### config.mk
export PLATFORM = sky130hd
export DESIGN_NAME = qam_quadrant_encoder
export DESIGN_NICKNAME = d
export VERILOG_FILES = /design/src/rtl/qam_enc_pkg.sv /design/src/rtl/qam_quad_step.sv /design/src/rtl/qam_quad_tracker.sv /design/src/rtl/qam_point_map.sv /design/src/rtl/qam_quadrant_encoder.sv
export SDC_FILE = /design/constraint.sdc
export NUM_CORES = 1
export LEC_CHECK = 0
export BUFFER_PORTS_ARGS = -buffer_cell sky130_fd_sc_hd__buf_2
export CAP_MARGIN = 5
export CORE_MARGIN = 5
export CORE_UTILIZATION = 49
export DETAILED_ROUTE_END_ITERATION = 8
export MAX_ROUTING_LAYER = met4
export PLACE_DENSITY = 0.85
export SLEW_MARGIN = 30
export SYNTH_ARGS = -nofsm -noshare
export SYNTH_HDL_FRONTEND = slang
export SYNTH_SLANG_ARGS = --single-unit
### constraint.sdc
create_clock -name clk -period 2.6 [get_ports clk]
set_input_delay 0.13 -clock clk [delete_from_list [all_inputs] [get_ports clk]]
set_output_delay 0.13 -clock clk [all_outputs]
set_load 0.02 [all_outputs]
### src/rtl/qam_enc_pkg.sv
package qam_enc_pkg;
  typedef enum logic [1:0] {
    RATE_1BIT  = 2'b00,
    RATE_2BIT  = 2'b01,
    RATE_4BIT  = 2'b10,
    RATE_RSVD  = 2'b11
  } rate_e;

  localparam int QUAD_W = 2;
  typedef logic [QUAD_W-1:0] quad_t;

  // dibit to counterclockwise quadrant step
  function automatic quad_t dibit_step(input logic [1:0] d);
    case (d)
      2'b00:   dibit_step = 2'd1;
      2'b01:   dibit_step = 2'd0;
      2'b10:   dibit_step = 2'd2;
      default: dibit_step = 2'd3;
    endcase
  endfunction
endpackage

### src/rtl/qam_quad_step.sv
module qam_quad_step
  import qam_enc_pkg::*;
#(
  parameter int SYM_W = 4
) (
  input  rate_e            rate,
  input  logic [SYM_W-1:0] sym,
  output quad_t            step,
  output logic             accept,
  output logic             fine
);
  always_comb begin
    step   = '0;
    accept = 1'b1;
    fine   = 1'b0;
    case (rate)
      RATE_1BIT: step = sym[0] ? 2'd3 : 2'd1;
      RATE_2BIT: step = dibit_step(sym[1:0]);
      RATE_4BIT: begin
        step = dibit_step(sym[SYM_W-1:SYM_W-2]);
        fine = 1'b1;
      end
      default:   accept = 1'b0;
    endcase
  end
endmodule

### src/rtl/qam_quad_tracker.sv
module qam_quad_tracker
  import qam_enc_pkg::*;
(
  input  logic  clk,
  input  logic  rst,
  input  logic  advance,
  input  quad_t step,
  output quad_t cur_quad,
  output quad_t next_quad
);
  quad_t quad_q;

  assign next_quad = quad_q + step;
  assign cur_quad  = quad_q;

  always_ff @(posedge clk) begin
    if (rst)          quad_q <= '0;
    else if (advance) quad_q <= next_quad;
  end
endmodule

### src/rtl/qam_point_map.sv
module qam_point_map
  import qam_enc_pkg::*;
#(
  parameter int OUT_W = 8,
  parameter int SCALE = 30
) (
  input  quad_t                    quad,
  input  logic                     fine,
  input  logic [1:0]               inner,
  output logic signed [OUT_W-1:0]  i_val,
  output logic signed [OUT_W-1:0]  q_val
);
  localparam int UW = 3;
  logic signed [UW-1:0] bx, by, rx, ry;

  // point within quadrant 1
  always_comb begin
    bx = 3'sd1;
    by = 3'sd1;
    if (fine) begin
      case (inner)
        2'b00:   begin bx = 3'sd3; by = 3'sd1; end
        2'b01:   begin bx = 3'sd1; by = 3'sd1; end
        2'b11:   begin bx = 3'sd1; by = 3'sd3; end
        default: begin bx = 3'sd3; by = 3'sd3; end
      endcase
    end
  end

  // counterclockwise rotation by quad * 90 degrees
  always_comb begin
    case (quad)
      2'd0:    begin rx = bx;  ry = by;  end
      2'd1:    begin rx = -by; ry = bx;  end
      2'd2:    begin rx = -bx; ry = -by; end
      default: begin rx = by;  ry = -bx; end
    endcase
  end

  assign i_val = OUT_W'(rx * SCALE);
  assign q_val = OUT_W'(ry * SCALE);
endmodule

### src/rtl/qam_quadrant_encoder.sv
module qam_quadrant_encoder
  import qam_enc_pkg::*;
#(
  parameter int SYM_W = 4,
  parameter int OUT_W = 8,
  parameter int SCALE = 30
) (
  input  logic             clk,
  input  logic             rst,
  input  logic             sym_valid,
  input  logic [1:0]       rate_sel,
  input  logic [SYM_W-1:0] sym_bits,
  output logic             out_valid,
  output logic [OUT_W-1:0] i_out,
  output logic [OUT_W-1:0] q_out
);
  quad_t step, cur_quad, next_quad;
  logic  accept, fine;
  logic signed [OUT_W-1:0] i_val, q_val;
  logic take;

  qam_quad_step #(.SYM_W(SYM_W)) u_step (
    .rate(rate_e'(rate_sel)), .sym(sym_bits),
    .step(step), .accept(accept), .fine(fine)
  );

  assign take = sym_valid && accept;

  qam_quad_tracker u_trk (
    .clk(clk), .rst(rst), .advance(take), .step(step),
    .cur_quad(cur_quad), .next_quad(next_quad)
  );

  qam_point_map #(.OUT_W(OUT_W), .SCALE(SCALE)) u_map (
    .quad(next_quad), .fine(fine), .inner(sym_bits[1:0]),
    .i_val(i_val), .q_val(q_val)
  );

  always_ff @(posedge clk) begin
    if (rst) begin
      out_valid <= 1'b0;
      i_out     <= '0;
      q_out     <= '0;
    end else begin
      out_valid <= take;
      if (take) begin
        i_out <= i_val;
        q_out <= q_val;
      end
    end
  end
endmodule

# --- Word level (Yosys, flattened, before mapping) ---
# Cells that the tools add are included.
# W data, S select, Z words.
totals:
  reg_bits: 17
  inputBits: 9
  out_inout_bits: 17
  word_cells: 38
op_classes:
  n_addsub: 3
  mul: 2
  eq_ne: 9
  n_mux: 12
  reduce_logical: 8
op_table:
  columns: ["op", "n"]
  rows:
  - ["$pmux W2 S3", 3]
  - ["$pmux W3 S3", 2]
  - ["$mul A3 B5 Y7 const B", 2]
  - ["$eq A2 B2 Y1 const B", 5]
  - ["$eq A2 B1 Y1 const B", 4]
  - ["$logic_not A2 Y1", 4]
  - ["$mux W2", 3]
  - ["$mux W3", 2]
  - ["$neg A3 Y3", 2]
  - ["$reduce_or A2 Y1", 2]
  - ["$reduce_or A3 Y1", 1]
  - ["$add A2 B2 Y2", 1]
  - ["$mux W1", 2]
  - ["$logic_and A1 B1 Y1", 1]

# --- Longest topological paths before layout ---
# Gate-level depths: netlist of run 1.
depth:
  ltp_word: 7
  depth_mapped: 12
  mapped_depth_nobuf: 12

# --- Hierarchy ---
# From an unflattened synthesis of run 1, not the netlist that was laid out.
unflattened:
  hier_cells: 133
  hier_area_um2: 1268.7
modules_own_cells:
  columns: ["module", "instances", "cells_per_inst", "area_each_um2", "seq_area_each_um2"]
  rows:
  - ["qam_quadrant_encoder", 1, 77, 809.5, 340.3]
  - ["qam_point_map", 1, 29, 220.2, 0.0]
  - ["qam_quad_step", 1, 16, 127.6, 0.0]
  - ["qam_quad_tracker", 1, 11, 111.4, 40.0]

# --- Worst setup path after synthesis of run 1 ---
# OpenSTA, ideal clock, no wires.
synth_path:
  kind: "input -> register"
  startpoint: "input sym_bits[0]"
  endpoint: "register i_out[2]"
  setup_ns: 0.150
  t_arrival_ns: 2.097
  required_time_ns: 2.450
  slack_ns: 0.353
  stages: 11
  path_buffers: 0
  path_cell_list: "inv_1 > ha_1 > o21a_1 > a21oi_1 > ha_1 > xor2_1 > xnor2_1 > ha_1 > or4b_1 > nand4_1 > a311oi_1"
synth_between:
  elab_chain_cells: 7
  elab_cells_between_ends: 21
  cone_classes: "add/sub: 3; mul: 1; eq/ne: 5; mux: 8; reduce/logical: 4"
synth_rtl:
  columns: ["item", "line", "text"]
  rows:
  - ["start, declared", "qam_quadrant_encoder.sv:12", "input logic [SYM_W-1:0] sym_bits,"]
  - ["$eq A2 B2 Y1, or another cell as far along", "qam_enc_pkg.sv:14", "case (d)"]
  - ["$pmux W2 S3 / $reduce_or A2 Y1 (equally long branches)", null, null]
  - ["$pmux W2 S3 / $mux W2 (equally long branches)", "qam_quad_step.sv:16, qam_point_map.sv:21", null]
  - ["$add A2 B2 Y2 / $mux W3 (equally long branches)", "qam_quad_tracker.sv:13, qam_point_map.sv:20", null]
  - ["$eq A2 B2 Y1, or another cell as far along", "qam_point_map.sv:32", "case (quad)"]
  - ["$pmux W3 S3 *", "qam_point_map.sv:32", null]
  - ["$mul A3 B5 Y7 *", "qam_point_map.sv:40", "assign i_val = OUT_W'(rx * SCALE);"]
  - ["end signal, assigned", "qam_quadrant_encoder.sv:47", "i_out <= i_val;"]
  - ["end, declared", "qam_quadrant_encoder.sv:14", "output logic [OUT_W-1:0] i_out,"]
# Mark *: on every way between the ends. The rest lies on a longest branch, timed or not.
# A chain may end at the register's enable or synchronous reset.

# --- Final worst setup path of run 1 ---
# Ends and elaborated chain as after synthesis.

==> impl_results.html, run 1 <==
<table>
<tr><th>Metric</th><th>Value</th></tr>
<tr><th colspan="2">Run status</th></tr>
<tr><td>Outcome</td><td>completed</td></tr>
<tr><th colspan="2">Timing</th></tr>
<tr><td>Final Skew</td><td>about 0.0029 ns</td></tr>
<tr><td>Share of the clock period used by the worst path</td><td>0.915</td></tr>
<tr><td>Final count of pins violating max slew</td><td>0</td></tr>
<tr><td>Setup total negative slack</td><td>0 ns</td></tr>
<tr><td>Worst Setup Slack, final</td><td>around 0.22 ns</td></tr>
<tr><td>RSZ-0062 raised after global routing</td><td>false</td></tr>
<tr><td>Smallest hold slack</td><td>0.172 ns</td></tr>
<tr><td>Number of hold violations in the final report</td><td>0</td></tr>
<tr><td>Max Freq</td><td>roughly 420 MHz</td></tr>
<tr><td>Final setup violation count</td><td>0</td></tr>
<tr><td>Slew at the pin with the worst max-slew slack</td><td>around 0.62 ns</td></tr>
<tr><td>Worst slew slack as a fraction of its limit</td><td>0.589</td></tr>
<tr><td>Min Tclk post-route</td><td>around 2.4 ns</td></tr>
<tr><th colspan="2">Synthesis</th></tr>
<tr><td>Part of the Yosys area used for sequential elements</td><td>0.287</td></tr>
<tr><td>Distinct cells, synth</td><td>37</td></tr>
<tr><td>Post-Synthesis Cell Area</td><td>838 sq um</td></tr>
<tr><td>Multiplexer share of the synthesized area</td><td>0.0119</td></tr>
<tr><td>Register bit count reported by yosys</td><td>12</td></tr>
<tr><td>Post-synthesis compound-gate area fraction</td><td>0.191</td></tr>
<tr><td>Simple-gate share of the synthesized area</td><td>0.197</td></tr>
<tr><td>Yosys warns</td><td>0</td></tr>
<tr><td>Synth Area in Adders</td><td>0.164</td></tr>
<tr><td>XOR/XNOR Fraction of Synth Area</td><td>0.0313</td></tr>
<tr><td>Post-synthesis area per instance</td><td>around 8.5 sq um</td></tr>
<tr><td>Main combinational cell family by area after synthesis</td><td>simple AND/OR/NAND/NOR gates</td></tr>
<tr><td>Number of instances in the synthesized netlist</td><td>between 90 and 100</td></tr>
<tr><th colspan="2">Route</th></tr>
<tr><td>Number of design rule violations left after detail routing</td><td>0</td></tr>
<tr><td>Iteration count of the initial detailed-routing pass</td><td>4</td></tr>
<tr><td>Ratio of routed vias to standard cells</td><td>~5.5</td></tr>
<tr><td>Total number of vias</td><td>roughly 730</td></tr>
<tr><td>Antenna violation net count after detailed routing</td><td>0</td></tr>
<tr><td>Wirelength per Cell</td><td>about 13 um</td></tr>
<tr><td>Drt first-iter violations</td><td>6</td></tr>
<tr><td>Detailed Route WL</td><td>~1.7 mm</td></tr>
<tr><th colspan="2">GRT</th></tr>
<tr><td>Pin count of the biggest net entering global routing</td><td>13</td></tr>
<tr><td>Global route total overflow</td><td>0</td></tr>
<tr><td>Number of global-route vias before repair</td><td>around 680</td></tr>
<tr><td>Wire length of the first global-routing pass</td><td>about 2.7 mm</td></tr>
<tr><td>Antenna violations before repair</td><td>0</td></tr>
<tr><td>Global router's overall resource usage</td><td>0.138</td></tr>
<tr><th colspan="2">Setup path</th></tr>
<tr><td>Reg-to-Reg Start</td><td>u_trk.cur_quad[0]</td></tr>
<tr><td>R2r setup slk</td><td>between 0.5 and 0.6 ns</td></tr>
<tr><td>Critical-path maximum fanout</td><td>5</td></tr>
<tr><td>Required time of the critical path</td><td>approximately 2.7 ns</td></tr>
<tr><td>Category of the critical setup timing path</td><td>input pin to register</td></tr>
<tr><td>Maximum cell stage delay along the critical path</td><td>around 0.44 ns</td></tr>
<tr><td>Worst setup path start</td><td>sym_bits[0]</td></tr>
<tr><td>Critical Path End Type</td><td>register</td></tr>
<tr><td>Cell chain of the critical path</td><td>buf_2, inv_1, ha_1, o21a_1, a21oi_1, ha_1, xor2_1, xnor2_1, ha_1, or4b_1, nand4_1, a311oi_1</td></tr>
<tr><td>Startpoint kind of the worst setup timing path</td><td>input pin</td></tr>
<tr><td>FF-to-FF End</td><td>i_out[2]</td></tr>
<tr><td>Arrival time of the worst setup path</td><td>around 2.5 ns</td></tr>
<tr><td>Destination of the critical timing path</td><td>i_out[2]</td></tr>
<tr><td>Cell at the slowest stage of the critical path</td><td>or4b_1</td></tr>
<tr><td>Crit path top cell by count</td><td>ha_1</td></tr>
<tr><td>Path depth of the worst reg2reg path</td><td>7</td></tr>
<tr><th colspan="2">Placed design</th></tr>
<tr><td>Area after DPL</td><td>~900 sq um</td></tr>
<tr><td>Routability cong.</td><td>between 0.8 and 0.9</td></tr>
<tr><td>Count of buffers inserted at the top-level ports</td><td>23</td></tr>
<tr><td>Place WS</td><td>-0.0804 ns</td></tr>
<tr><td>Sum of net half-perimeters after detailed placement</td><td>around 1.3 mm</td></tr>
<tr><th colspan="2">Die</th></tr>
<tr><td>Number of core rows</td><td>15</td></tr>
<tr><td>Core area</td><td>between 1500 and 2000 sq um</td></tr>
<tr><td>Initial core utilization</td><td>0.502</td></tr>
<tr><td>Die extent in y</td><td>slightly above 50 um</td></tr>
<tr><td>I/O pin count</td><td>26</td></tr>
<tr><td>Die area</td><td>approximately 2600 sq um</td></tr>
<tr><td>Die Width</td><td>roughly 51 um</td></tr>
<tr><th colspan="2">Clock tree</th></tr>
<tr><td>Clock tree from TritonCTS</td><td>built</td></tr>
<tr><td>Cell at the root of the clock tree</td><td>clkbuf_4</td></tr>
<tr><td>H-Tree Level Count</td><td>1</td></tr>
<tr><td>CTS resizes</td><td>0</td></tr>
<tr><td>Reg clk slew, reported paths</td><td>~0.08 ns</td></tr>
<tr><td>Source-to-sink clock delay at the later pin of the worst-skew pair</td><td>0.27 ns</td></tr>
<tr><td>Number of buffers created by CTS</td><td>3</td></tr>
<tr><td>Count of buffers added by post-CTS timing repair for setup</td><td>0</td></tr>
<tr><td>Clock Path Buffers</td><td>2</td></tr>
<tr><td>Sinks on Clock Net</td><td>12</td></tr>
<tr><td>Cts hold-fix bufs</td><td>0</td></tr>
<tr><th colspan="2">Job</th></tr>
<tr><td># Max-Cap Violations</td><td>0</td></tr>
<tr><th colspan="2">Power</th></tr>
<tr><td>Pwr per Cell Area</td><td>slightly below 600 nW/um^2</td></tr>
<tr><td>Static Leak</td><td>about 0.46 nW</td></tr>
<tr><td>Largest voltage drop on the vdd net</td><td>around 320 uV</td></tr>
<tr><th colspan="2">Hold path</th></tr>
<tr><td>Tightest Hold Check Type</td><td>input pin to register</td></tr>
<tr><td>Hold Path Cell Cnt</td><td>2</td></tr>
<tr><th colspan="2">Final layout</th></tr>
<tr><td>Layout cells sized above 1</td><td>0.252</td></tr>
<tr><td>Summed area of non-filler cells in the final layout</td><td>between 900 and 1000 sq um</td></tr>
<tr><td>Diodes inserted</td><td>0</td></tr>
<tr><td>Net count of the finished layout</td><td>roughly 140</td></tr>
<tr><td>Relative area change from synthesis to final layout</td><td>10.3%</td></tr>
</table>
## metal layers
| layer | wire, um | vias up | part of all wire | global-route usage |
|---|---|---|---|---|
| li1 | - | 370 | - | - |
| met1 | 677 | 328 | 0.41 | 0.142 |
| met2 | 856 | 24 | 0.52 | 0.244 |
| met3 | 63 | 6 | 0.038 | 0.0204 |
| met4 | 53 | 0 | 0.032 | 0.0873 |
| met5 | 0 | - | 0 | - |
## synthesized netlist by cell type
library cell   n  area (sq um)
dfxtp_1       12           240
ha_1          11           138
nor2_1        11          41.3
a21oi_1        7          35.0
buf_4          7          52.6
nand2_1        6          22.5
inv_1          5          18.8
nor3_1         3          15.0
o21a_1         3          22.5
o21ai_0        3          15.0
clkbuf_1       2          7.51
nor3b_1        2          15.0
nor4b_1        2          17.5
xor2_1         2          17.5
a211oi_1       1          7.51
a21bo_2        1          10.0
a21boi_1       1          7.51
a311oi_1       1          8.76
a31o_2         1          8.76
a31oi_1        1          6.26
and3_1         1          6.26
buf_2          1          5.00
buf_6          1          11.3
conb_1         1          3.75
mux2i_1        1          10.0
nand2b_1       1          6.26
nand3_1        1          5.00
nand4_1        1          6.26
nor2b_1        1          6.26
nor4_1         1          6.26
o21a_4         1          15.0
o21bai_1       1          7.51
o31a_1         1          8.76
o31ai_1        1          7.51
or4_1          1          7.51
or4b_1         1          10.0
xnor2_1        1          8.76
## worst min path at each step
stage | startpoint | to | slack [ns]
floorplan | rst | out_valid | 0.21
finish | rst | q_out[1] | 0.17
detailed placement | u_trk.cur_quad[0] | u_trk.cur_quad[0] | 0.45
global route | rst | q_out[1] | 0.17
CTS | rst | q_out[1] | 0.17
global placement | rst | q_out[1] | 0.45
## power breakdown
group / internal [W] / switching (W) / total (W) / leakage, nW
clock: 0.0000536 / 0.0000621 / 0.000116 / 0.0138
combinational: 0.0000782 / 0.000124 / 0.000203 / 0.345
sequential: 0.000205 / 0.0000111 / 0.000216 / 0.0991
## registers in the layout, summed over array words and instances, names as in the netlist
name	cells
i_out	4
out_valid	1
q_out	5
u_trk.cur_quad	2
## cell type report
class	count	area (sq um)
fill	159	746
multi-input combinational	72	507
sequential	12	240
timing repair buffer	23	115
clock buffer	3	22.5
tap	17	21.3
inverter	5	18.8
## cells in the final DEF, fill, tap and decap left out, types with 2 or more instances in the layout
cell type,Yosys,final
inv_1,5,5
nor3b_1,2,2
nor3_1,3,3
o21ai_0,3,3
o21a_1,3,3
xor2_1,2,2
a21oi_1,7,7
nand2_1,6,6
ha_1,11,11
nor2_1,11,11
dfxtp_1,12,12
conb_1,1,2
nor4b_1,2,2
buf_2,1,23
clkbuf_4,0,3
## cells by family after synthesis
| logic type | Yosys count |
|---|---|
| AND/OR/NAND/NOR | 32 |
| AO/OA/AOI/OAI | 23 |
| adder cells (fa/ha/maj) | 11 |
| buffers and inverters | 16 |
| XOR/XNOR | 3 |
| flip-flops | 12 |
| other | 1 |
| multiplexers | 1 |
## critical path, delay by kind of cell
kind | cells | cell delay [ns]
compound gates | 3 | 0.40
xor+xnor | 2 | 0.47
fa+ha+maj | 3 | 0.74
buf+inv | 2 | 0.18
simple gates | 2 | 0.56
## per-stage QoR
| stage | utilization | std cells | power, W |
|---|---|---|---|
| floorplan | - | 100 | 0.000383 |
| global placement | 0.540 | 129 | 0.000414 |
| detailed placement | 0.540 | 129 | 0.000424 |
| CTS | 0.554 | 132 | 0.000534 |
| global route | 0.554 | 132 | 0.000578 |
| finish | 0.554 | 132 | 0.000534 |
(Power assumes the default switching activity.)
==> inputs of run 2 (changes only) <==
--- a/config.mk
+++ b/config.mk
@@ -8,11 +8,12 @@
 export BUFFER_PORTS_ARGS = -buffer_cell sky130_fd_sc_hd__buf_2
 export CAP_MARGIN = 5
 export CORE_MARGIN = 5
-export CORE_UTILIZATION = 49
+export CORE_UTILIZATION = 54
 export DETAILED_ROUTE_END_ITERATION = 8
 export MAX_ROUTING_LAYER = met4
-export PLACE_DENSITY = 0.85
+export PLACE_DENSITY = 0.87
 export SLEW_MARGIN = 30
 export SYNTH_ARGS = -nofsm -noshare
 export SYNTH_HDL_FRONTEND = slang
+export SYNTH_HIERARCHICAL = 1
 export SYNTH_SLANG_ARGS = --single-unit
==> run 2 against run 1 <==
  * Critical path depth is 2 higher
  * First-iteration DRC count rose to 3.0 times the previous value
  * Routed wire length rose by 42%
  * Critical endpoint is now q_out[2]
  * Synthesized area grew 51%
  * Largest power group unchanged
==> impl_results.html, run 2 <==
<table>
<tr><th>Metric</th><th>Value</th></tr>
<tr><th colspan="2">GRT</th></tr>
<tr><td>GR peak layer</td><td>met2</td></tr>
<tr><td>Global router's overall resource usage</td><td>0.152</td></tr>
<tr><td>Global-route met3 utilization</td><td>0.0461</td></tr>
<tr><td>Antenna violations before repair</td><td>0</td></tr>
<tr><td>Pin count of the biggest net entering global routing</td><td>34</td></tr>
<tr><td>Global route total overflow</td><td>0</td></tr>
<tr><td>Met1 layer usage reported by global route</td><td>0.166</td></tr>
<tr><td>Met2 track demand over resource</td><td>0.266</td></tr>
<tr><td>Number of global-route vias before repair</td><td>roughly 940</td></tr>
<tr><td>Wire length of the first global-routing pass</td><td>between 4 and 5 mm</td></tr>
<tr><th colspan="2">Clock tree</th></tr>
<tr><td>Reg clk slew, reported paths</td><td>between 0.1 and 0.15 ns</td></tr>
<tr><td>Count of buffers added by post-CTS timing repair for setup</td><td>0</td></tr>
<tr><td>Cts hold-fix bufs</td><td>0</td></tr>
<tr><td>Source-to-sink clock delay at the later pin of the worst-skew pair</td><td>approximately 0.30 ns</td></tr>
<tr><td>CTS resizes</td><td>0</td></tr>
<tr><td>Clock Path Buffers</td><td>2</td></tr>
<tr><td>Clock tree from TritonCTS</td><td>built</td></tr>
<tr><td>Sinks on Clock Net</td><td>19</td></tr>
<tr><td>Number of buffers created by CTS</td><td>3</td></tr>
<tr><td>Cell at the root of the clock tree</td><td>clkbuf_4</td></tr>
<tr><td>H-Tree Level Count</td><td>1</td></tr>
<tr><th colspan="2">Die</th></tr>
<tr><td>I/O pin count</td><td>26</td></tr>
<tr><td>Initial core utilization</td><td>0.568</td></tr>
<tr><td>Die Width</td><td>58.5 um</td></tr>
<tr><td>Die area</td><td>3420 sq um</td></tr>
<tr><td>Core area</td><td>about 2200 sq um</td></tr>
<tr><td>Number of core rows</td><td>17</td></tr>
<tr><td>Die extent in y</td><td>between 50 and 60 um</td></tr>
<tr><th colspan="2">Job</th></tr>
<tr><td># Max-Cap Violations</td><td>0</td></tr>
<tr><th colspan="2">Setup path</th></tr>
<tr><td>Startpoint kind of the worst setup timing path</td><td>input pin</td></tr>
<tr><td>Cell chain of the critical path</td><td>buf_2, inv_1, ha_1, nand2b_1, a21oi_1, ha_1, xnor2_1, xnor2_1, inv_1, ha_1, mux2i_1, a22o_2, nand3_1, a21oi_2</td></tr>
<tr><td>Critical-path maximum fanout</td><td>4</td></tr>
<tr><td>R2r setup slk</td><td>0.62 ns</td></tr>
<tr><td>Category of the critical setup timing path</td><td>input pin to register</td></tr>
<tr><td>Critical Path End Type</td><td>register</td></tr>
<tr><td>Kind of cell adding the most delay to the critical path</td><td>adder cells</td></tr>
<tr><td>Cell at the slowest stage of the critical path</td><td>ha_1</td></tr>
<tr><td>Buf/Inv on CP</td><td>3</td></tr>
<tr><td>Path depth of the worst reg2reg path</td><td>9</td></tr>
<tr><td>Arrival time of the worst setup path</td><td>~2.4 ns</td></tr>
<tr><td>Reg-to-Reg Start</td><td>u_trk/cur_quad[0]</td></tr>
<tr><td>Required time of the critical path</td><td>2.83 ns</td></tr>
<tr><td>FF-to-FF End</td><td>q_out[2]</td></tr>
<tr><td>Maximum cell stage delay along the critical path</td><td>just under 0.3 ns</td></tr>
<tr><td>Crit path top cell by count</td><td>ha_1</td></tr>
<tr><th colspan="2">Hold path</th></tr>
<tr><td>Hold_sp</td><td>rst</td></tr>
<tr><td>Tightest Hold Check Type</td><td>input pin to register</td></tr>
<tr><td>Hold Path Cell Cnt</td><td>2</td></tr>
<tr><td>Endpoint with the worst hold slack</td><td>q_out[4]</td></tr>
<tr><th colspan="2">Timing</th></tr>
<tr><td>Max Freq</td><td>roughly 470 MHz</td></tr>
<tr><td>Final setup violation count</td><td>0</td></tr>
<tr><td>Worst slew slack as a fraction of its limit</td><td>0.644</td></tr>
<tr><td>Slew at the pin with the worst max-slew slack</td><td>around 0.53 ns</td></tr>
<tr><td>Min Tclk post-route</td><td>2.14 ns</td></tr>
<tr><td>Final count of pins violating max slew</td><td>0</td></tr>
<tr><td>RSZ-0062 raised after global routing</td><td>false</td></tr>
<tr><td>Final Skew</td><td>0.00827 ns</td></tr>
<tr><td>Setup total negative slack</td><td>0 ns</td></tr>
<tr><td>Share of the clock period used by the worst path</td><td>0.822</td></tr>
<tr><td>Number of hold violations in the final report</td><td>0</td></tr>
<tr><th colspan="2">Final layout</th></tr>
<tr><td>Relative area change from synthesis to final layout</td><td>4.63%</td></tr>
<tr><td>Highest-count cells in the layout ignoring fill and taps</td><td>buf_2 (25), dfxtp_1 (19), nand3_1 (16)</td></tr>
<tr><td>Summed area of non-filler cells in the final layout</td><td>roughly 1300 sq um</td></tr>
<tr><td>Net count of the finished layout</td><td>roughly 170</td></tr>
<tr><td>Most common library cell in the layout ignoring fill and taps</td><td>buf_2</td></tr>
<tr><td>Diodes inserted</td><td>0</td></tr>
<tr><td>Layout cells sized above 1</td><td>0.347</td></tr>
<tr><th colspan="2">Synthesis</th></tr>
<tr><td>Fraction of registers with async set or reset after synthesis</td><td>0</td></tr>
<tr><td>Leading area contributor after synthesis</td><td>dfxtp_1</td></tr>
<tr><td>Dominant synthesized flop cell</td><td>dfxtp_1</td></tr>
<tr><td>Number of synthesized flops with an enable pin</td><td>0</td></tr>
<tr><td>Synth top area cells</td><td>dfxtp_1 (30%), a21bo_1 (11%), a21oi_2 (9.7%)</td></tr>
<tr><td>Part of the Yosys area used for sequential elements</td><td>0.300</td></tr>
<tr><td>Number of instances in the synthesized netlist</td><td>between 100 and 150</td></tr>
<tr><td>Post-synthesis area per instance</td><td>around 9.5 sq um</td></tr>
<tr><td>Post-Synthesis Cell Area</td><td>1270 sq um</td></tr>
<tr><td>Portion of synthesized cell area occupied by the leading cell type</td><td>0.300</td></tr>
<tr><td>Distinct cells, synth</td><td>27</td></tr>
<tr><td>Register bit count reported by yosys</td><td>19</td></tr>
<tr><td>Yosys warns</td><td>6</td></tr>
<tr><td>Leading post-synthesis cells by instance count</td><td>dfxtp_1 (19), nand3_1 (16), a21bo_1 (14), a21oi_2 (14)</td></tr>
<tr><td>Most common cell in the netlist</td><td>dfxtp_1</td></tr>
<tr><th colspan="2">Route</th></tr>
<tr><td>Antenna violation net count after detailed routing</td><td>0</td></tr>
<tr><td>Wirelength per Cell</td><td>13.3 um</td></tr>
<tr><td>Number of design rule violations left after detail routing</td><td>0</td></tr>
<tr><td>Ratio of routed vias to standard cells</td><td>about 5.3</td></tr>
<tr><td>Total number of vias</td><td>922</td></tr>
<tr><td>Drt first-iter violations</td><td>18</td></tr>
<tr><td>Iteration count of the initial detailed-routing pass</td><td>3</td></tr>
<tr><td>Detailed Route WL</td><td>2.34 mm</td></tr>
<tr><th colspan="2">Placed design</th></tr>
<tr><td>Count of buffers inserted at the top-level ports</td><td>25</td></tr>
<tr><td>Sum of net half-perimeters after detailed placement</td><td>about 1.7 mm</td></tr>
<tr><td>Area after DPL</td><td>1300 sq um</td></tr>
<tr><td>Routability cong.</td><td>0.741</td></tr>
<tr><th colspan="2">Power</th></tr>
<tr><td>Largest voltage drop on the vdd net</td><td>slightly below 500 uV</td></tr>
<tr><td>Static Leak</td><td>0.614 nW</td></tr>
<tr><td>Pwr per Cell Area</td><td>approximately 590 nW/um^2</td></tr>
<tr><th colspan="2">Run status</th></tr>
<tr><td>Outcome</td><td>completed</td></tr>
</table>
## run 2: changes by cell type after synthesis, moves of 4 or more
| cell | change |
|---|---|
| a21bo_1 | +14 |
| nor2b_1 | +4 |
| dfxtp_1 | +7 |
| nand3_1 | +15 |
| nand2_1 | -4 |
| buf_6 | +4 |
| nor2_1 | -7 |
| a21oi_2 | +14 |
## run 2: cells by family after synthesis
group | synth area share
other cells | 0.00592
xor+xnor | 0.0138
simple gates | 0.146
fa+ha+maj | 0.0888
mux | 0.0325
flops | 0.300
buf+inv | 0.131
compound gates | 0.282
## run 2: how the worst max path moves through the flow
stage / cells after the start / startpoint / slack [ns] / endpoint
after floorplan: 13 / sym_bits[2] / 0.55 / q_out[4]
after global placement: 13 / sym_bits[0] / 0.39 / q_out[4]
after detailed placement: 14 / sym_bits[0] / 0.22 / q_out[2]
after CTS: 14 / sym_bits[0] / 0.52 / q_out[2]
after global routing: 14 / sym_bits[0] / 0.28 / i_out[2]
final: 14 / sym_bits[0] / 0.46 / q_out[2]
## run 2: cell type report
class                      instances  area [sq um]
fill                             210           906
multi-input combinational         92           729
sequential                        19           380
timing repair buffer              26           133
tap                               28          35.0
clock buffer                       3          22.5
inverter                           6          22.5
clock inverter                     1          5.00
## run 2: power breakdown
part	total [W]	internal (W)	switching (W)
logic	0.000298	0.000125	0.000173
clock network	0.000149	0.0000573	0.0000916
registers	0.000339	0.000323	0.0000155
## run 2: through the flow
| stage | worst slack (ns) | hold slack, ns | power, W | util | std cells |
|---|---|---|---|---|---|
| after floorplan | 0.551 | 0.202 | 0.000611 | - | 135 |
| after global placement | 0.393 | 0.483 | 0.000625 | 0.582 | 171 |
| after detailed placement | 0.221 | 0.507 | 0.000641 | 0.582 | 171 |
| after CTS | 0.518 | 0.275 | 0.000789 | 0.594 | 175 |
| after global routing | 0.281 | 0.271 | 0.000838 | 0.594 | 175 |
| final | 0.463 | 0.270 | 0.000785 | 0.594 | 175 |
## run 2: worst register-to-register path: stages (launching register included)
cell,delay [ns]
dfxtp_1,0.33
ha_1,0.19
xnor2_1,0.26
xnor2_1,0.22
inv_1,0.10
ha_1,0.22
mux2i_1,0.22
a22o_2,0.18
nand3_1,0.08
a21oi_2,0.14
## run 2: routing by layer
metal | wire length, um | share of wire
met1 | 1040 | 0.44
met2 | 1160 | 0.49
met3 | 125 | 0.054
met4 | 19 | 0.0081
met5 | 0 | 0
==> inputs of run 3 (changes only) <==
--- a/config.mk
+++ b/config.mk
@@ -5,13 +5,14 @@
 export SDC_FILE = /design/constraint.sdc
 export NUM_CORES = 1
 export LEC_CHECK = 0
+export ABC_AREA = 1
 export BUFFER_PORTS_ARGS = -buffer_cell sky130_fd_sc_hd__buf_2
 export CAP_MARGIN = 5
 export CORE_MARGIN = 5
-export CORE_UTILIZATION = 54
+export CORE_UTILIZATION = 49
 export DETAILED_ROUTE_END_ITERATION = 8
 export MAX_ROUTING_LAYER = met4
-export PLACE_DENSITY = 0.87
+export PLACE_DENSITY = 0.84
 export SLEW_MARGIN = 30
 export SYNTH_ARGS = -nofsm -noshare
 export SYNTH_HDL_FRONTEND = slang
==> constraint.sdc (replaced) <==
create_clock -name clk -period 1.85 [get_ports clk]
set_input_delay 0.0925 -clock clk [delete_from_list [all_inputs] [get_ports clk]]
set_output_delay 0.0925 -clock clk [all_outputs]
set_load 0.02 [all_outputs]
==> run 3 against run 2 <==
  * Total power grew 33%
  * Non-clock buffer count grew 5
  * Critical path depth grew 3
  * Design area grew 1.4%
  * Clock skew shrank 0.0042 ns
  * Register-to-register slack lost 0.28 ns
  * Largest cell class unchanged
  * Highest routed layer unchanged
==> impl_results.html, run 3 <==
<table>
<tr><th>Metric</th><th>Value</th></tr>
<tr><th colspan="2">Run status</th></tr>
<tr><td>Outcome</td><td>completed</td></tr>
<tr><th colspan="2">Die</th></tr>
<tr><td>Die area</td><td>between 3000 and 4000 sq um</td></tr>
<tr><td>Initial core utilization</td><td>0.496</td></tr>
<tr><td>I/O pin count</td><td>26</td></tr>
<tr><td>Core area</td><td>2410 sq um</td></tr>
<tr><td>Die Width</td><td>59.4 um</td></tr>
<tr><td>Number of core rows</td><td>18</td></tr>
<tr><td>Die extent in y</td><td>between 50 and 60 um</td></tr>
<tr><th colspan="2">Synthesis</th></tr>
<tr><td>Number of instances in the synthesized netlist</td><td>around 190</td></tr>
<tr><td>Synth Area in Adders</td><td>0.0941</td></tr>
<tr><td>Fraction of registers with async set or reset after synthesis</td><td>0</td></tr>
<tr><td>Main combinational cell family by area after synthesis</td><td>simple AND/OR/NAND/NOR gates</td></tr>
<tr><td>Number of synthesized flops with an enable pin</td><td>0</td></tr>
<tr><td>Portion of synthesized cell area occupied by the leading cell type</td><td>0.318</td></tr>
<tr><td>Post-Synthesis Cell Area</td><td>1200 sq um</td></tr>
<tr><td>Simple-gate share of the synthesized area</td><td>0.363</td></tr>
<tr><td>Leading area contributor after synthesis</td><td>dfxtp_1</td></tr>
<tr><td>Yosys warns</td><td>6</td></tr>
<tr><td>Register bit count reported by yosys</td><td>19</td></tr>
<tr><td>Dominant synthesized flop cell</td><td>dfxtp_1</td></tr>
<tr><td>Most common cell in the netlist</td><td>nand2_1</td></tr>
<tr><td>Post-synthesis compound-gate area fraction</td><td>0.0199</td></tr>
<tr><td>Post-synthesis area per instance</td><td>6.23 sq um</td></tr>
<tr><td>Leading post-synthesis cells by instance count</td><td>nand2_1 (55), nor2_1 (37), inv_1 (36)</td></tr>
<tr><td>Part of the Yosys area used for sequential elements</td><td>0.318</td></tr>
<tr><td>Synth top area cells</td><td>dfxtp_1 (32%), nand2_1 (17%), nor2_1 (12%)</td></tr>
<tr><td>Multiplexer share of the synthesized area</td><td>0</td></tr>
<tr><td>Distinct cells, synth</td><td>16</td></tr>
<tr><td>XOR/XNOR Fraction of Synth Area</td><td>0</td></tr>
<tr><th colspan="2">Final layout</th></tr>
<tr><td>Relative area change from synthesis to final layout</td><td>12.6%</td></tr>
<tr><td>Post-Layout Cell Count</td><td>between 200 and 250</td></tr>
<tr><td>Highest-count cells in the layout ignoring fill and taps</td><td>nand2_1 (55), nor2_1 (37), inv_1 (36)</td></tr>
<tr><td>Layout cells sized above 1</td><td>0.198</td></tr>
<tr><td>Net count of the finished layout</td><td>236</td></tr>
<tr><td>Most common library cell in the layout ignoring fill and taps</td><td>nand2_1</td></tr>
<tr><td>Diodes inserted</td><td>0</td></tr>
<tr><td>Count of filler cells inserted in the layout</td><td>243</td></tr>
<tr><th colspan="2">GRT</th></tr>
<tr><td>Wire length of the first global-routing pass</td><td>between 3 and 4 mm</td></tr>
<tr><td>Pin count of the biggest net entering global routing</td><td>33</td></tr>
<tr><td>Number of global-route vias before repair</td><td>900</td></tr>
<tr><td>Global router's overall resource usage</td><td>0.135</td></tr>
<tr><td>Antenna violations before repair</td><td>0</td></tr>
<tr><td>Global route total overflow</td><td>0</td></tr>
<tr><th colspan="2">Timing</th></tr>
<tr><td>RSZ-0062 raised after global routing</td><td>false</td></tr>
<tr><td>Final setup violation count</td><td>0</td></tr>
<tr><td>Min Tclk post-route</td><td>1.57 ns</td></tr>
<tr><td>Number of hold violations in the final report</td><td>0</td></tr>
<tr><td>Final Skew</td><td>0.00409 ns</td></tr>
<tr><td>Max Freq</td><td>635 MHz</td></tr>
<tr><td>Share of the clock period used by the worst path</td><td>0.851</td></tr>
<tr><td>Final count of pins violating max slew</td><td>0</td></tr>
<tr><td>Setup total negative slack</td><td>0 ns</td></tr>
<tr><th colspan="2">Job</th></tr>
<tr><td># Max-Cap Violations</td><td>0</td></tr>
<tr><th colspan="2">Route</th></tr>
<tr><td>Iteration count of the initial detailed-routing pass</td><td>4</td></tr>
<tr><td>Number of design rule violations left after detail routing</td><td>0</td></tr>
<tr><td>Antenna violation net count after detailed routing</td><td>0</td></tr>
<tr><td>Ratio of routed vias to standard cells</td><td>between 4 and 5</td></tr>
<tr><td>Detailed Route WL</td><td>around 2.0 mm</td></tr>
<tr><td>Drt first-iter violations</td><td>25</td></tr>
<tr><td>Total number of vias</td><td>1042</td></tr>
<tr><td>Wirelength per Cell</td><td>about 8.1 um</td></tr>
<tr><th colspan="2">Clock tree</th></tr>
<tr><td>Clock tree from TritonCTS</td><td>built</td></tr>
<tr><td>Source-to-sink clock delay at the later pin of the worst-skew pair</td><td>about 0.3 ns</td></tr>
<tr><td>CTS resizes</td><td>0</td></tr>
<tr><td>Number of buffers created by CTS</td><td>3</td></tr>
<tr><td>Clock Path Buffers</td><td>2</td></tr>
<tr><td>Cell at the root of the clock tree</td><td>clkbuf_4</td></tr>
<tr><td>Count of buffers added by post-CTS timing repair for setup</td><td>0</td></tr>
<tr><td>Reg clk slew, reported paths</td><td>around 0.11 ns</td></tr>
<tr><td>H-Tree Level Count</td><td>1</td></tr>
<tr><td>Sinks on Clock Net</td><td>19</td></tr>
<tr><th colspan="2">Setup path</th></tr>
<tr><td>Startpoint kind of the worst setup timing path</td><td>input pin</td></tr>
<tr><td>Category of the critical setup timing path</td><td>input pin to register</td></tr>
<tr><td>Arrival time of the worst setup path</td><td>around 1.8 ns</td></tr>
<tr><td>Critical Path End Type</td><td>register</td></tr>
<tr><td>Required time of the critical path</td><td>2.06 ns</td></tr>
<tr><td>Critical-path maximum fanout</td><td>4</td></tr>
<tr><th colspan="2">Placed design</th></tr>
<tr><td>Sum of net half-perimeters after detailed placement</td><td>between 1.5 and 2 mm</td></tr>
<tr><td>Routability cong.</td><td>~0.8</td></tr>
<tr><td>Count of buffers inserted at the top-level ports</td><td>25</td></tr>
<tr><td>Post-Place Cells</td><td>around 240</td></tr>
<tr><th colspan="2">Power</th></tr>
<tr><td>Pwr per Cell Area</td><td>just under 800 nW/um^2</td></tr>
<tr><td>Largest voltage drop on the vdd net</td><td>around 540 uV</td></tr>
<tr><td>Static Leak</td><td>between 0.8 and 0.9 nW</td></tr>
<tr><th colspan="2">Hold path</th></tr>
<tr><td>Tightest Hold Check Type</td><td>input pin to register</td></tr>
</table>
## run 3: changes by cell type after synthesis, sizes merged, moves of 3 or more
cell,previous run,this run
a21bo,16,0
a21oi,19,3
buf,18,12
inv,6,38
mux2i,3,0
nand2,2,59
nand3,16,9
nor2,4,39
nor2b,6,0
## run 3: layout make-up
cell class	count	area [sq um]	share of cell area
Clock buffer	3	22.5	0.0167
Clock inverter	1	5.00	0.00372
Sequential cell	19	380	0.283
Tap cell	30	37.5	0.0279
Inverter	38	143	0.106
Timing Repair Buffer	31	173	0.128
Multi-Input combinational cell	125	586	0.435
## run 3: critical path, cell delays in order
cell and delay, ns:
buf_2 0.11, inv_1 0.05, ha_1 0.27, nor2_1 0.10
a21oi_1 0.05, ha_1 0.21, inv_1 0.05, nand2_1 0.06
nand2_1 0.10, inv_1 0.07, ha_1 0.19, nand3_1 0.09
nand2_2 0.07, nor2_2 0.10, nor2_1 0.04, nor2_1 0.09
nor2_1 0.05
## run 3: worst paths after layout
check / from / to / slack, ns / cells past startpoint
setup reg to reg: u_trk/cur_quad[0] / i_out[6] / 0.34 / 11
hold reg to reg: u_trk/cur_quad[0] / u_trk/cur_quad[0] / 0.48 / 2
setup / recovery: sym_bits[0] / i_out[6] / 0.28 / 17
hold / removal: sym_valid / out_valid / 0.06 / 3
## run 3: stage by stage
step | util | power [W] | hold slack (ns) | cell area, sq um | worst slack [ns]
final | 0.559 | 0.00105 | 0.0574 | 1350 | 0.275
after global routing | 0.559 | 0.00114 | 0.0692 | 1350 | 0.106
after CTS | 0.559 | 0.00106 | 0.0527 | 1350 | 0.271
after detailed placement | 0.543 | 0.000842 | 0.314 | 1310 | -0.0578
after global placement | 0.543 | 0.000836 | 0.309 | 1310 | -0.00832
after floorplan | - | 0.000790 | 0.162 | 1200 | 0.142
## run 3: kinds of logic after synthesis
logic type	count (synthesis)
flip-flops	19
adder cells (fa/ha/maj)	9
buffers and inverters	50
other	2
AO/OA/AOI/OAI	4
AND/OR/NAND/NOR	108
## run 3: metal layers
| metal | track usage | vias up | wire, um |
|---|---|---|---|
| li1 | - | 591 | - |
| met1 | 0.172 | 434 | 934 |
| met2 | 0.207 | 13 | 956 |
| met3 | 0.0392 | 4 | 80 |
| met4 | 0.0388 | 0 | 29 |
| met5 | - | - | 0 |
## run 3: power by group
group          switching, W  total [W]  internal [W]
Sequential        0.0000182   0.000468      0.000450
Combinational      0.000228   0.000367      0.000139
Clock              0.000131   0.000211     0.0000805
## run 3: timing repair
item,in CTS,in global routing
endpoints found under the hold margin,2,0
hold buffers,1,0
endpoints found under the setup margin,0,0
